## config.mk

```make
export PLATFORM = sky130hd
export DESIGN_NAME = gen3_tx_gearbox
export DESIGN_NICKNAME = d
export VERILOG_FILES = /design/src/rtl/gen3_gb_pkg.sv /design/src/rtl/gen3_gb_seq.sv /design/src/rtl/gen3_gb_merge.sv /design/src/rtl/gen3_gb_datapath.sv /design/src/rtl/gen3_tx_gearbox.sv
export SDC_FILE = /design/constraint.sdc
export NUM_CORES = 1
export LEC_CHECK = 0
export BUFFER_PORTS_ARGS = -buffer_cell sky130_fd_sc_hd__buf_4
export CAP_MARGIN = 20
export CORE_UTILIZATION = 35
export CTS_CLUSTER_SIZE = 28
export DETAILED_ROUTE_END_ITERATION = 6
export PLACE_DENSITY = 0.58
export SLEW_MARGIN = 20
export SYNTH_ARGS = -nofsm -noshare
export SYNTH_HDL_FRONTEND = slang
export SYNTH_HIERARCHICAL = 1
export SYNTH_SLANG_ARGS = --single-unit
```

## constraint.sdc

```tcl
create_clock -name clk -period 2.7 [get_ports clk]
set_input_delay 0 -clock clk [delete_from_list [all_inputs] [get_ports clk]]
set_output_delay 0 -clock clk [all_outputs]
set_load 0.01 [all_outputs]
```

## src/rtl/gen3_gb_pkg.sv

```systemverilog
package gen3_gb_pkg;

   // What the datapath does in one cycle
   typedef enum logic [1:0] {
      GB_HOLD  = 2'd0,   // keep all state, repeat the output word
      GB_TAKE  = 2'd1,   // merge the offered beat into the stream
      GB_DRAIN = 2'd2    // send the full residue word, restart offset
   } gb_act_e;

endpackage

```

## src/rtl/gen3_gb_seq.sv

```systemverilog
module gen3_gb_seq
   import gen3_gb_pkg::*;
#(
   parameter int LANE_W = 32,
   parameter int HDR_W  = 2,
   parameter int BEATS  = 4,
   localparam int NBLK   = LANE_W / HDR_W,
   localparam int BLK_W  = $clog2(NBLK + 1),
   localparam int BEAT_W = (BEATS > 1) ? $clog2(BEATS) : 1
)(
   input  logic             clk,
   input  logic             rst,
   input  logic             in_valid,
   input  logic             in_start,
   output gb_act_e          act,
   output logic             first_beat,
   output logic             gap_slot,
   output logic             viol,
   output logic [BLK_W-1:0] blk_cnt
);

   logic [BEAT_W-1:0] beat_q;
   logic [BLK_W-1:0]  blk_q;

   // The gap slot decision comes before any check on the input.
   always_comb begin
      gap_slot   = (blk_q == BLK_W'(NBLK));
      first_beat = (beat_q == '0);
      act        = GB_HOLD;
      viol       = 1'b0;
      if (gap_slot) begin
         act  = GB_DRAIN;
         viol = in_valid;
      end else if (!in_valid) begin
         viol = 1'b1;
      end else if (in_start != first_beat) begin
         viol = 1'b1;
      end else begin
         act = GB_TAKE;
      end
   end

   always_ff @(posedge clk) begin
      if (rst) begin
         beat_q <= '0;
         blk_q  <= '0;
      end else begin
         unique case (act)
            GB_TAKE: begin
               if (beat_q == BEAT_W'(BEATS - 1)) begin
                  beat_q <= '0;
                  blk_q  <= blk_q + 1'b1;
               end else begin
                  beat_q <= beat_q + 1'b1;
               end
            end
            GB_DRAIN: begin
               beat_q <= '0;
               blk_q  <= '0;
            end
            default: ;
         endcase
      end
   end

   assign blk_cnt = blk_q;


   blk_bound_chk: assert property (@(posedge clk) disable iff (rst)
      blk_q <= BLK_W'(NBLK));


   gap_on_boundary_chk: assert property (@(posedge clk) disable iff (rst)
      gap_slot |-> (beat_q == '0));

endmodule

```

## src/rtl/gen3_gb_merge.sv

```systemverilog
module gen3_gb_merge #(
   parameter int LANE_W    = 32,
   parameter int HDR_W     = 2,
   parameter bit LOG_SHIFT = 1'b1,
   localparam int CNT_W = $clog2(LANE_W + 1),
   localparam int SUM_W = 2 * LANE_W
)(
   input  logic [LANE_W-1:0] res,
   input  logic [CNT_W-1:0]  cnt,
   input  logic              first,
   input  logic [HDR_W-1:0]  hdr,
   input  logic [LANE_W-1:0] data,
   output logic [LANE_W-1:0] word,
   output logic [LANE_W-1:0] res_nxt,
   output logic [CNT_W-1:0]  cnt_nxt
);

   logic [SUM_W-1:0] ins;
   logic [SUM_W-1:0] shifted;
   logic [SUM_W-1:0] merged;

   // New bits in transmit order: the header sits below the data on a start beat
   assign ins = first ? SUM_W'({data, hdr}) : SUM_W'(data);

   generate
      if (LOG_SHIFT) begin : g_log
         logic [SUM_W-1:0] stg [0:CNT_W];
         assign stg[0] = ins;
         for (genvar s = 0; s < CNT_W; s++) begin : g_stage
            assign stg[s+1] = cnt[s] ? (stg[s] << (1 << s)) : stg[s];
         end
         assign shifted = stg[CNT_W];
      end else begin : g_flat
         assign shifted = ins << cnt;
      end
   endgenerate

   assign merged  = SUM_W'(res) | shifted;
   assign word    = merged[LANE_W-1:0];
   assign res_nxt = merged[SUM_W-1:LANE_W];
   assign cnt_nxt = first ? (cnt + CNT_W'(HDR_W)) : cnt;

endmodule

```

## src/rtl/gen3_gb_datapath.sv

```systemverilog
module gen3_gb_datapath
   import gen3_gb_pkg::*;
#(
   parameter int LANE_W    = 32,
   parameter int HDR_W     = 2,
   parameter bit LOG_SHIFT = 1'b1,
   localparam int CNT_W = $clog2(LANE_W + 1)
)(
   input  logic              clk,
   input  logic              rst,
   input  gb_act_e           act,
   input  logic              first_beat,
   input  logic [HDR_W-1:0]  in_hdr,
   input  logic [LANE_W-1:0] in_data,
   output logic [LANE_W-1:0] out_data,
   output logic [CNT_W-1:0]  res_cnt
);

   logic [LANE_W-1:0] res_q;
   logic [CNT_W-1:0]  cnt_q;
   logic [LANE_W-1:0] out_q;
   logic [LANE_W-1:0] word;
   logic [LANE_W-1:0] res_nxt;
   logic [CNT_W-1:0]  cnt_nxt;

   gen3_gb_merge #(
      .LANE_W    (LANE_W),
      .HDR_W     (HDR_W),
      .LOG_SHIFT (LOG_SHIFT)
   ) u_merge (
      .res     (res_q),
      .cnt     (cnt_q),
      .first   (first_beat),
      .hdr     (in_hdr),
      .data    (in_data),
      .word    (word),
      .res_nxt (res_nxt),
      .cnt_nxt (cnt_nxt)
   );

   always_ff @(posedge clk) begin
      if (rst) begin
         res_q <= '0;
         cnt_q <= '0;
         out_q <= '0;
      end else begin
         unique case (act)
            GB_TAKE: begin
               out_q <= word;
               res_q <= res_nxt;
               cnt_q <= cnt_nxt;
            end
            GB_DRAIN: begin
               out_q <= res_q;
               res_q <= '0;
               cnt_q <= '0;
            end
            default: ;
         endcase
      end
   end

   assign out_data = out_q;
   assign res_cnt  = cnt_q;


   res_bound_chk: assert property (@(posedge clk) disable iff (rst)
      cnt_q <= CNT_W'(LANE_W));


   drain_empty_chk: assert property (@(posedge clk) disable iff (rst)
      (act == GB_DRAIN) |=> (cnt_q == '0 && res_q == '0));

endmodule

```

## src/rtl/gen3_tx_gearbox.sv

```systemverilog
module gen3_tx_gearbox
   import gen3_gb_pkg::*;
#(
   parameter int LANE_W    = 32,
   parameter int HDR_W     = 2,
   parameter int BEATS     = 4,
   parameter bit LOG_SHIFT = 1'b1
)(
   input  logic              clk,
   input  logic              rst,
   input  logic              in_valid,
   input  logic              in_start,
   input  logic [HDR_W-1:0]  in_hdr,
   input  logic [LANE_W-1:0] in_data,
   output logic [LANE_W-1:0] out_data,
   output logic              align_err
);

   localparam int NBLK  = LANE_W / HDR_W;
   localparam int BLK_W = $clog2(NBLK + 1);
   localparam int CNT_W = $clog2(LANE_W + 1);

   generate
      if (HDR_W < 1 || HDR_W >= LANE_W) begin : g_bad_hdr
         $error("gen3_tx_gearbox: HDR_W must lie between 1 and LANE_W-1");
      end
      if (LANE_W % HDR_W != 0) begin : g_bad_ratio
         $error("gen3_tx_gearbox: LANE_W must be a multiple of HDR_W");
      end
      if (BEATS < 2) begin : g_bad_beats
         $error("gen3_tx_gearbox: BEATS must be at least 2");
      end
   endgenerate

   gb_act_e          act;
   logic             first_beat;
   logic             gap_slot;
   logic             viol;
   logic [BLK_W-1:0] blk_cnt;
   logic [CNT_W-1:0] res_cnt;
   logic             err_q;

   gen3_gb_seq #(
      .LANE_W (LANE_W),
      .HDR_W  (HDR_W),
      .BEATS  (BEATS)
   ) u_seq (
      .clk        (clk),
      .rst        (rst),
      .in_valid   (in_valid),
      .in_start   (in_start),
      .act        (act),
      .first_beat (first_beat),
      .gap_slot   (gap_slot),
      .viol       (viol),
      .blk_cnt    (blk_cnt)
   );

   gen3_gb_datapath #(
      .LANE_W    (LANE_W),
      .HDR_W     (HDR_W),
      .LOG_SHIFT (LOG_SHIFT)
   ) u_dp (
      .clk        (clk),
      .rst        (rst),
      .act        (act),
      .first_beat (first_beat),
      .in_hdr     (in_hdr),
      .in_data    (in_data),
      .out_data   (out_data),
      .res_cnt    (res_cnt)
   );

   always_ff @(posedge clk) begin
      if (rst) err_q <= 1'b0;
      else     err_q <= viol;
   end

   assign align_err = err_q;


   rst_clear_chk: assert property (@(posedge clk) disable iff (rst)
      $past(rst) |-> (out_data == '0 && !align_err));


   offset_step_chk: assert property (@(posedge clk) disable iff (rst)
      (first_beat && !gap_slot) |-> (int'(res_cnt) == HDR_W * int'(blk_cnt)));


   gap_full_chk: assert property (@(posedge clk) disable iff (rst)
      gap_slot |-> (res_cnt == CNT_W'(LANE_W)));


   hold_stable_chk: assert property (@(posedge clk) disable iff (rst)
      (!in_valid && !gap_slot) |=> (align_err && $stable(out_data)));


   gap_busy_chk: assert property (@(posedge clk) disable iff (rst)
      (gap_slot && in_valid) |=> align_err);


   err_clear_chk: assert property (@(posedge clk) disable iff (rst)
      (act == GB_TAKE) |=> !align_err);

endmodule

```

# Word-level counts from Yosys, hierarchy flattened
# Cells that the tools add are included.
[totals]
regBits = 78
latch_bits = 0
ramBits = 0
romBits = 0
inputBits = 38
out_inout_bits = 33
mem_count = 0
[op_classes]
add_sub_neg = 3
multipliers = 0
div_mod_pow = 0
magnitude_cmp = 0
eq_ne = 7
shifts = 0
muxes = 21
n_bitwise = 1
reduce_logical = 4
[op_table]
columns = ["operator", "count"]
rows = [
  ["$mux 64", 6],
  ["$pmux 32 s2", 2],
  ["$or 32x64->64", 1],
  ["$mux 34", 1],
  ["$pmux 6 s2", 1],
  ["$pmux 5 s2", 1],
  ["$add 6x2->6 const B", 1],
  ["$mux 2", 3],
  ["$mux 6", 1],
  ["$add 5x1->5 const B", 1],
  ["$eq 5x5->1 const B", 1],
  ["$mux 5", 1],
  ["$eq 2x2->1 const B", 2],
  ["$mux 1", 4],
  ["$ne 2x2->1 const B", 2],
  ["$pmux 2 s2", 1],
  ["$reduce_and 2->1", 2],
  ["$add 2x1->2 const B", 1],
  ["$eq 2x1->1 const B", 1],
  ["$logic_not 2->1", 1],
  ["$reduce_bool 2->1", 1],
  ["$ne 1x1->1", 1],
]

# Longest topological paths before layout
# Gate-level depths: netlist (run 1).
[depth]
ltp_word = 10
ltp_mapped = 12
depth_no_buf = 10

# Hierarchy
# The synthesis (run 1) kept the hierarchy.
[by_module_without_submodules]
columns = ["mod", "n_inst", "cells_per_inst", "area_each_um2", "seq_area_each_um2"]
rows = [
  ["gen3_gb_merge", 1, 478, 3646.0, 0.0],
  ["gen3_gb_datapath", 1, 314, 3067.9, 1401.3],
  ["gen3_gb_seq", 1, 52, 441.7, 140.1],
  ["gen3_tx_gearbox", 1, 2, 33.8, 20.0],
]

# Worst setup path before layout (run 1)
# OpenSTA, ideal clock, no wires.
[synth_path]
kind = "reg2reg"
from = "register u_seq.beat_q[0]"
to = "register u_dp.res_q[22]"
t_arrival_ns = 2.714
t_required_ns = 2.630
path_slack_ns = -0.085
path_stages_with_launch = 13
synth_period_minus_slack_ns = 2.785
cell_sequence = "dfxtp_1 -> inv_1 -> ha_1 -> buf_2 -> buf_4 -> nor2_1 -> a222oi_1 -> nand2_1 -> o21a_1 -> a22o_1 -> o22ai_1 -> or3b_1 -> a21oi_1"
[synth_via]
elab_chain_cells = 10
[synth_rtl]
columns = ["element", "line_no", "text"]
rows = [
  ["from (decl)", "gen3_gb_seq.sv:22", "logic [BEAT_W-1:0] beat_q;"],
  ["from (signal assigned)", "gen3_gb_seq.sv:54", "beat_q <= beat_q + 1'b1;"],
  ["$logic_not 2->1", "gen3_gb_seq.sv:28", "first_beat = (beat_q == '0);"],
  ["named net first_beat", "gen3_tx_gearbox.sv:36", "logic first_beat;"],
  ["$mux 34", "gen3_gb_merge.sv:23", "assign ins = first ? SUM_W'({data, hdr}) : SUM_W'(data);"],
  ["$mux 64 (6 in a row)", "gen3_gb_merge.sv:30", "assign stg[s+1] = cnt[s] ? (stg[s] << (1 << s)) : stg[s];"],
  ["$or 32x64->64", "gen3_gb_merge.sv:38", "assign merged = SUM_W'(res) | shifted;"],
  ["named net u_dp.res_nxt[22]", "gen3_gb_datapath.sv:23", "logic [LANE_W-1:0] res_nxt;"],
  ["$pmux 32 s2", "gen3_gb_datapath.sv:47", "unique case (act)"],
  ["to (signal assigned)", "gen3_gb_datapath.sv:50", "res_q <= res_nxt;"],
  ["to (decl)", "gen3_gb_datapath.sv:19", "logic [LANE_W-1:0] res_q;"],
]
# The timed path passes the listed nets, and every way through them passes these cells.
# A chain may end at the register's enable or synchronous reset.

# Final worst setup path (run 1)
[layout_path]
from = "register u_seq.beat_q[0]"
to = "register u_dp.res_q[24]"
# The elaborated chain is that of the path after synthesis.

==> flow_summary_export.csv, run 1 <==
group,metric,value,unit
pwr,ir_worst_vdd,392.7,uV
timing,rsz0062_at_grt,"yes",
timing,hold_violations,0,
worst_setup_path,cp_slowest_cell,"or3b_4",
yosys,synth_area_leaders,"dfxtp_1, mux2i_1, mux4_2",
placed_design,io_buffers,70,
global_routing,antenna_found_initial,0,
worst_setup_path,cp.arrival,3.03,ns
yosys,synth_common_cells,"nand2_1, dfxtp_1, mux2i_1, a21oi_1, nor2_1",
die,die_area,21120,um2
timing,tns,-0.09998,ns
cts,cts_max_level,3,
yosys,ys_warn_count,6,
timing,slew_headroom,54.74,%
yosys,syn_inst,846,
drt,wl,26040,um
timing,max_freq,0.3652,GHz
drt,dr.pass1.iters,5,
cells_and_area,drive_above_1_share,39.94,%
cts,insertion_delay,0.35,ns
cts,clock_sinks,78,
cells_and_area,diodes,0,
yosys,synth-edff-count,0,
drt,num_vias,7561,
die,core_area,20170,um2
yosys,synthDistinctLibCells,73,
cts,cts_buffers,9,
placed_design,gp_congestion,0.9849,
drt,antenna_left,0,
yosys,synth_nets,890,
worst_setup_path,cp_cell_sequence,"inv_2, ha_4, buf_6, and2_4, a222oi_1, buf_4, buf_6, a311oi_2, a311oi_1, buf_4, a22o_1, or3b_4, a21oi_2",
yosys,yosysSeqAreaShare,21.72,%
cells_and_area,final_area,10040,um2
die,num_rows,52,
die,die_x,145.3,um
drt,drcViolationCount,0,
worst_setup_path,path_delay_family,"compound AO/OA/AOI/OAI gates",
global_routing,use_met1,32.27,%
cts,cts_tree,"yes",
global_routing,track_usage,24.06,%
yosys,synth_top_area_share,21.72,%
cts,cts_buffer_depth,2,
drt,drtIter0Drc,552,
worst_setup_path,criticalPathCategory,"reg -> reg",
global_routing,grt_first_pass_wirelength,39970,um
worst_setup_path,crit_path_max_fanout,7,
yosys,synth-main-ff-cell,"dfxtp_1",
global_routing,grt_pass1_vias,6990,
pwr,total_power,0.005166,W
cells_and_area,final.fill_count,1980,
flow_run,max-cap-violations,0,
cells_and_area,final_nets,1074,
outcome,violations,"setup timing",
global_routing,grt.overflow.total,0,
timing,finalSetupViolCount,4,
cts,clk_pin_slew,0.07,ns
yosys,postSynthAreaPerCell,8.498,um2
placed_design,dpl_cell_area,8962,um2
die,die_y,145.3,um
die,pin_count,71,
pwr,leakage,3.749,nW
worst_setup_path,path_buf_inv,5,
timing,min_period,2.738,ns
global_routing,grt.met3_usage,4.182,%
global_routing,use_met2,38.85,%
cts,ctsRootBufferMaster,"clkbuf_16",
timing,fin_crit_sh,101.4,%
global_routing,busiest_layer,"met2",
yosys,synthesis.area,7189,um2
worst_setup_path,setup.worst_path.start_class,"flop",
placed_design,hpwl,19330,um
worst_setup_path,required,2.99,ns
cells_and_area,area.growth.synth_to_final,39.61,%
timing,skew,0.009761,ns
timing,fin_ws,-0.03829,ns
drt,routed_via_density,5.798,
global_routing,grt_max_degree,52,
worst_hold_path,min_path_type,"in -> reg",
outcome,outcome,"complete, but fails checks",
yosys,ys_seq_elements,78,
yosys,synth.largest_area_cell,"dfxtp_1",
worst_setup_path,critPathMaxStageDelay,0.38,ns
yosys,async_flop_share,0,%
timing,tightest_slew,0.6763,ns
pwr,p_per_area,514.7,nW/um2
yosys,synthMostInstantiatedCell,"nand2_1",
timing,drv_slew,0,
die,initial_utilization,35.65,%
worst_setup_path,cp-end-kind,"flop",
drt,wl_per_cell,19.97,um
cell families after synthesis:
family / after synthesis / share of synthesized area (%)
simple gates: 265 / 19.58
flops: 78 / 21.72
mux: 133 / 24.14
buf+inv: 96 / 7.640
xor+xnor: 6 / 0.8354
compound gates: 262 / 25.04
fa+ha+maj: 6 / 1.044
power breakdown:
part	switching, W	total, W	internal, W
clock network	0.000520	0.00145	0.000927
registers	0.0000518	0.00129	0.00123
logic	0.00123	0.00243	0.00120
total	0.00180	0.00517	0.00336
area by class of cell:
type / instances / area, um2 / area share [%]
flip-flops and latches: 78 / 1573 / 15.67
clock buffers: 10 / 239.0 / 2.381
well taps: 270 / 337.8 / 3.366
repair buffers: 252 / 2143 / 21.35
inverters: 17 / 66.31 / 0.6607
multi-input cells: 672 / 5572 / 55.51
clock inverters: 5 / 106.4 / 1.060
worst register-to-register path: cells and delay by family (launching register included):
kind	cells	cell delay (ns)
compound gates	5	0.96
buf+inv	5	0.68
simple gates	2	0.53
flops	1	0.33
fa+ha+maj	1	0.19
metrics by stage:
stage / instances / hold slack, ns / worst slack (ns) / util (%)
after CTS: 1292 / 0.1132 / -0.05339 / 46.76
after detailed placement: 1270 / 0.3156 / -0.1515 / 44.44
final: 1304 / 0.1050 / -0.03829 / 49.76
after global placement: 1270 / 0.3115 / -0.1453 / 44.44
after floorplan: 846 / 0.06428 / 0.02564 / -
after global routing: 1304 / 0.1237 / -0.1716 / 49.76
worst paths after layout:
| check | startpoint | end | slack (ns) | cells after the start |
|---|---|---|---|---|
| setup / recovery | u_seq/beat_q[0]$_SDFFE_PP0P_ | u_dp/res_q[24]$_SDFFE_PP0P_ | -0.04 | 13 |
| hold / removal | rst | align_err$_SDFF_PP0_ | 0.11 | 2 |
| setup reg to reg | u_seq/beat_q[0]$_SDFFE_PP0P_ | u_dp/res_q[24]$_SDFFE_PP0P_ | -0.04 | 13 |
| hold reg to reg | u_dp/res_q[25]$_SDFFE_PP0P_ | u_dp/res_q[25]$_SDFFE_PP0P_ | 0.47 | 2 |
cells in the final DEF (no fill, tap or decap), types with 11 or more instances in the layout:
master	instances
o21ai_1	18
nor2_1	38
buf_4	228
a21o_1	13
mux2i_1	61
a211oi_1	33
mux2_2	17
inv_1	12
o21ai_0	16
o22ai_1	15
dfxtp_1	73
a21oi_1	58
or3b_1	34
nand2_1	87
nand3_1	17
nor2b_1	33
mux2_4	11
buf_12	15
mux4_2	28
clkbuf_16	11
routing by layer:
layer / share of wire (%) / wire (um) / vias up
li1: - / - / 3577
met5: 0 / 0 / -
met3: 4.9 / 1280 / 42
met1: 45 / 11720 / 3678
met2: 47 / 12280 / 264
met4: 2.9 / 761 / 0
what timing repair did:
item,in CTS,in global routing
cloned,0,2
setup endpoints to repair,50,55
gates resized for setup,8,115
hold buffers,1,0
buffers inserted,6,14
hold endpoints to repair,1,0
pin swaps,2,52
sequential cells by signal (all words and copies together) (netlist names):
register,cells
u_dp/res_q,32
u_seq/blk_cnt,5
align_err,1
u_dp/out_data,32
u_dp/res_cnt,6
u_seq/beat_q,2
No activity file was read; power rests on OpenSTA's default activity.
==> inputs of run 2 (changes only) <==
--- a/config.mk
+++ b/config.mk
@@ -8,6 +8,7 @@
 export BUFFER_PORTS_ARGS = -buffer_cell sky130_fd_sc_hd__buf_4
 export CAP_MARGIN = 20
 export CORE_UTILIZATION = 35
+export CTS_BUF_LIST = sky130_fd_sc_hd__clkbuf_16
 export CTS_CLUSTER_SIZE = 28
 export DETAILED_ROUTE_END_ITERATION = 6
 export PLACE_DENSITY = 0.58
==> flow_summary_export.csv, run 2 (synthesis gave the netlist of run 1 again) <==
group,metric,value,unit
outcome,outcome,"complete, but fails checks",
outcome,violations,"setup timing",
die,num_rows,52,
global_routing,grt_pass1_vias,6990,
global_routing,grt.overflow.total,0,
drt,wl_per_cell,19.82,um
cts,clk_pin_slew,0.06,ns
die,die_y,145.3,um
global_routing,grt.met3_usage,4.182,%
worst_setup_path,rr_worst_depth,11,
cts,cts_tree,"yes",
worst_setup_path,cp-end-kind,"flop",
drt,drtIter0Drc,567,
timing,fin_crit_sh,101.3,%
cells_and_area,diodes,0,
worst_setup_path,cpMostUsedCell,"buf_4",
timing,hold_violations,0,
worst_hold_path,min_to,"align_err$_SDFF_PP0_",
cts,cts_buffers,9,
timing,slew_headroom,55.07,%
die,pin_count,71,
global_routing,grt_first_pass_wirelength,39970,um
global_routing,use_met1,32.29,%
timing,finalSetupViolCount,3,
timing,min_period,2.735,ns
placed_design,gp_congestion,0.9849,
drt,wl,25800,um
cts,clock_sinks,78,
die,core_area,20170,um2
worst_setup_path,crit_start,"u_seq/beat_q[0]$_SDFFE_PP0P_",
worst_setup_path,path_buf_inv,4,
drt,num_vias,7554,
worst_setup_path,rrSetupSlack,-0.03,ns
cts,cts_max_level,3,
worst_setup_path,crit_path_max_fanout,11,
global_routing,track_usage,24.06,%
global_routing,antenna_found_initial,0,
cells_and_area,post-route-util,49.15,%
global_routing,busiest_layer,"met2",
drt,antenna_left,0,
cells_and_area,final.fill_count,1995,
global_routing,grt_max_degree,52,
cts,cts_buffer_depth,2,
die,die_area,21120,um2
worst_setup_path,crit_cells,11,
die,die_x,145.3,um
worst_setup_path,path_delay_family,"compound AO/OA/AOI/OAI gates",
cts,insertion_delay,0.35,ns
cells_and_area,layout_common_cells,"buf_4, nand2_1, dfxtp_1",
drt,routed_via_density,5.802,
worst_setup_path,cp.arrival,2.94,ns
timing,tightest_slew,0.6714,ns
cells_and_area,final_common_cell,"buf_4",
drt,drcViolationCount,0,
pwr,leakage,3.707,nW
flow_run,max-cap-violations,0,
worst_setup_path,reg2reg_from,"u_seq/beat_q[0]$_SDFFE_PP0P_",
worst_setup_path,cp_slowest_cell,"mux4_2",
timing,max_freq,0.3657,GHz
placed_design,io_buffers,70,
worst_hold_path,min_path_cells,2,
timing,skew,0.009193,ns
worst_setup_path,critPathMaxStageDelay,0.58,ns
worst_setup_path,cp_cell_sequence,"inv_2, ha_4, buf_4, buf_6, mux4_2, a2bb2oi_1, o211ai_1, buf_4, a221o_1, mux2i_1, a211oi_1",
pwr,ir_worst_vdd,389.0,uV
timing,tns,-0.05026,ns
timing,drv_slew,0,
timing,fin_ws,-0.03473,ns
drt,dr.pass1.iters,7,
worst_setup_path,r2r_end,"u_dp/out_data[31]$_SDFFE_PP0P_",
worst_setup_path,required,2.90,ns
cells_and_area,drive_above_1_share,39.44,%
worst_hold_path,min_path_type,"in -> reg",
worst_hold_path,worstHoldStart,"rst",
global_routing,use_met2,38.82,%
cells_and_area,final_nets,1072,
placed_design,hpwl,19330,um
die,initial_utilization,35.65,%
timing,rsz0062_at_grt,"yes",
worst_setup_path,setup.worst_path.start_class,"flop",
cts,ctsRootBufferMaster,"clkbuf_16",
worst_setup_path,criticalPathCategory,"reg -> reg",
cells_and_area,area.growth.synth_to_final,37.89,%
pwr,p_per_area,513.5,nW/um2
[run 2: report_power, final]
| group | leakage (nW) | internal, W | switching, W |
|---|---|---|---|
| combinational | 2.91 | 0.00118 | 0.00121 |
| clock | 0.160 | 0.000899 | 0.000515 |
| sequential | 0.638 | 0.00123 | 0.0000515 |
[run 2: final cells by class]
class | instances | area (um2) | share of cell area (%)
Multi-Input combinational cell | 672 | 5499 | 55.47
Tap cell | 270 | 337.8 | 3.408
Inverter | 17 | 66.31 | 0.6689
Timing Repair Buffer | 250 | 2102 | 21.20
Clock buffer | 9 | 225.2 | 2.272
Clock inverter | 6 | 110.1 | 1.111
Sequential cell | 78 | 1573 | 15.87
[run 2: metal layers]
metal	part of all wire (%)	vias to the layer above	routed length, um
li1	-	3566	-
met3	5.8	44	1497
met1	44	3630	11390
met4	2.9	0	749
met5	0	-	0
met2	47	314	12160
[run 2: repair_timing]
item,CTS,global route
buffers inserted,6,12
cloned,0,1
pin swaps,2,50
hold endpoints to repair,1,0
setup endpoints to repair,50,55
hold buffers,1,0
resized for setup,8,101
[run 2: metrics by stage]
stage / area (um2) / hold slack (ns) / total power [W] / setup WS, ns / std cells
finish: 9913 / 0.1206 / 0.005091 / -0.03473 / 1302
floorplan: 7204 / 0.06428 / 0.002437 / 0.02564 / 846
CTS: 9422 / 0.1132 / 0.004916 / -0.05456 / 1292
detailed placement: 8962 / 0.3156 / 0.003456 / -0.1515 / 1270
global placement: 8962 / 0.3115 / 0.003462 / -0.1453 / 1270
global route: 9913 / 0.1296 / 0.005331 / -0.1290 / 1302
[run 2: how the worst max path moves through the flow]
stage               slack (ns)                        endpoint
detailed placement       -0.15     u_dp/res_q[15]$_SDFFE_PP0P_
global placement         -0.15      u_dp/res_q[6]$_SDFFE_PP0P_
global route             -0.13     u_dp/res_q[18]$_SDFFE_PP0P_
finish                   -0.03  u_dp/out_data[31]$_SDFFE_PP0P_
CTS                      -0.05      u_dp/res_q[6]$_SDFFE_PP0P_
floorplan                 0.03     u_dp/res_q[22]$_SDFFE_PP0P_
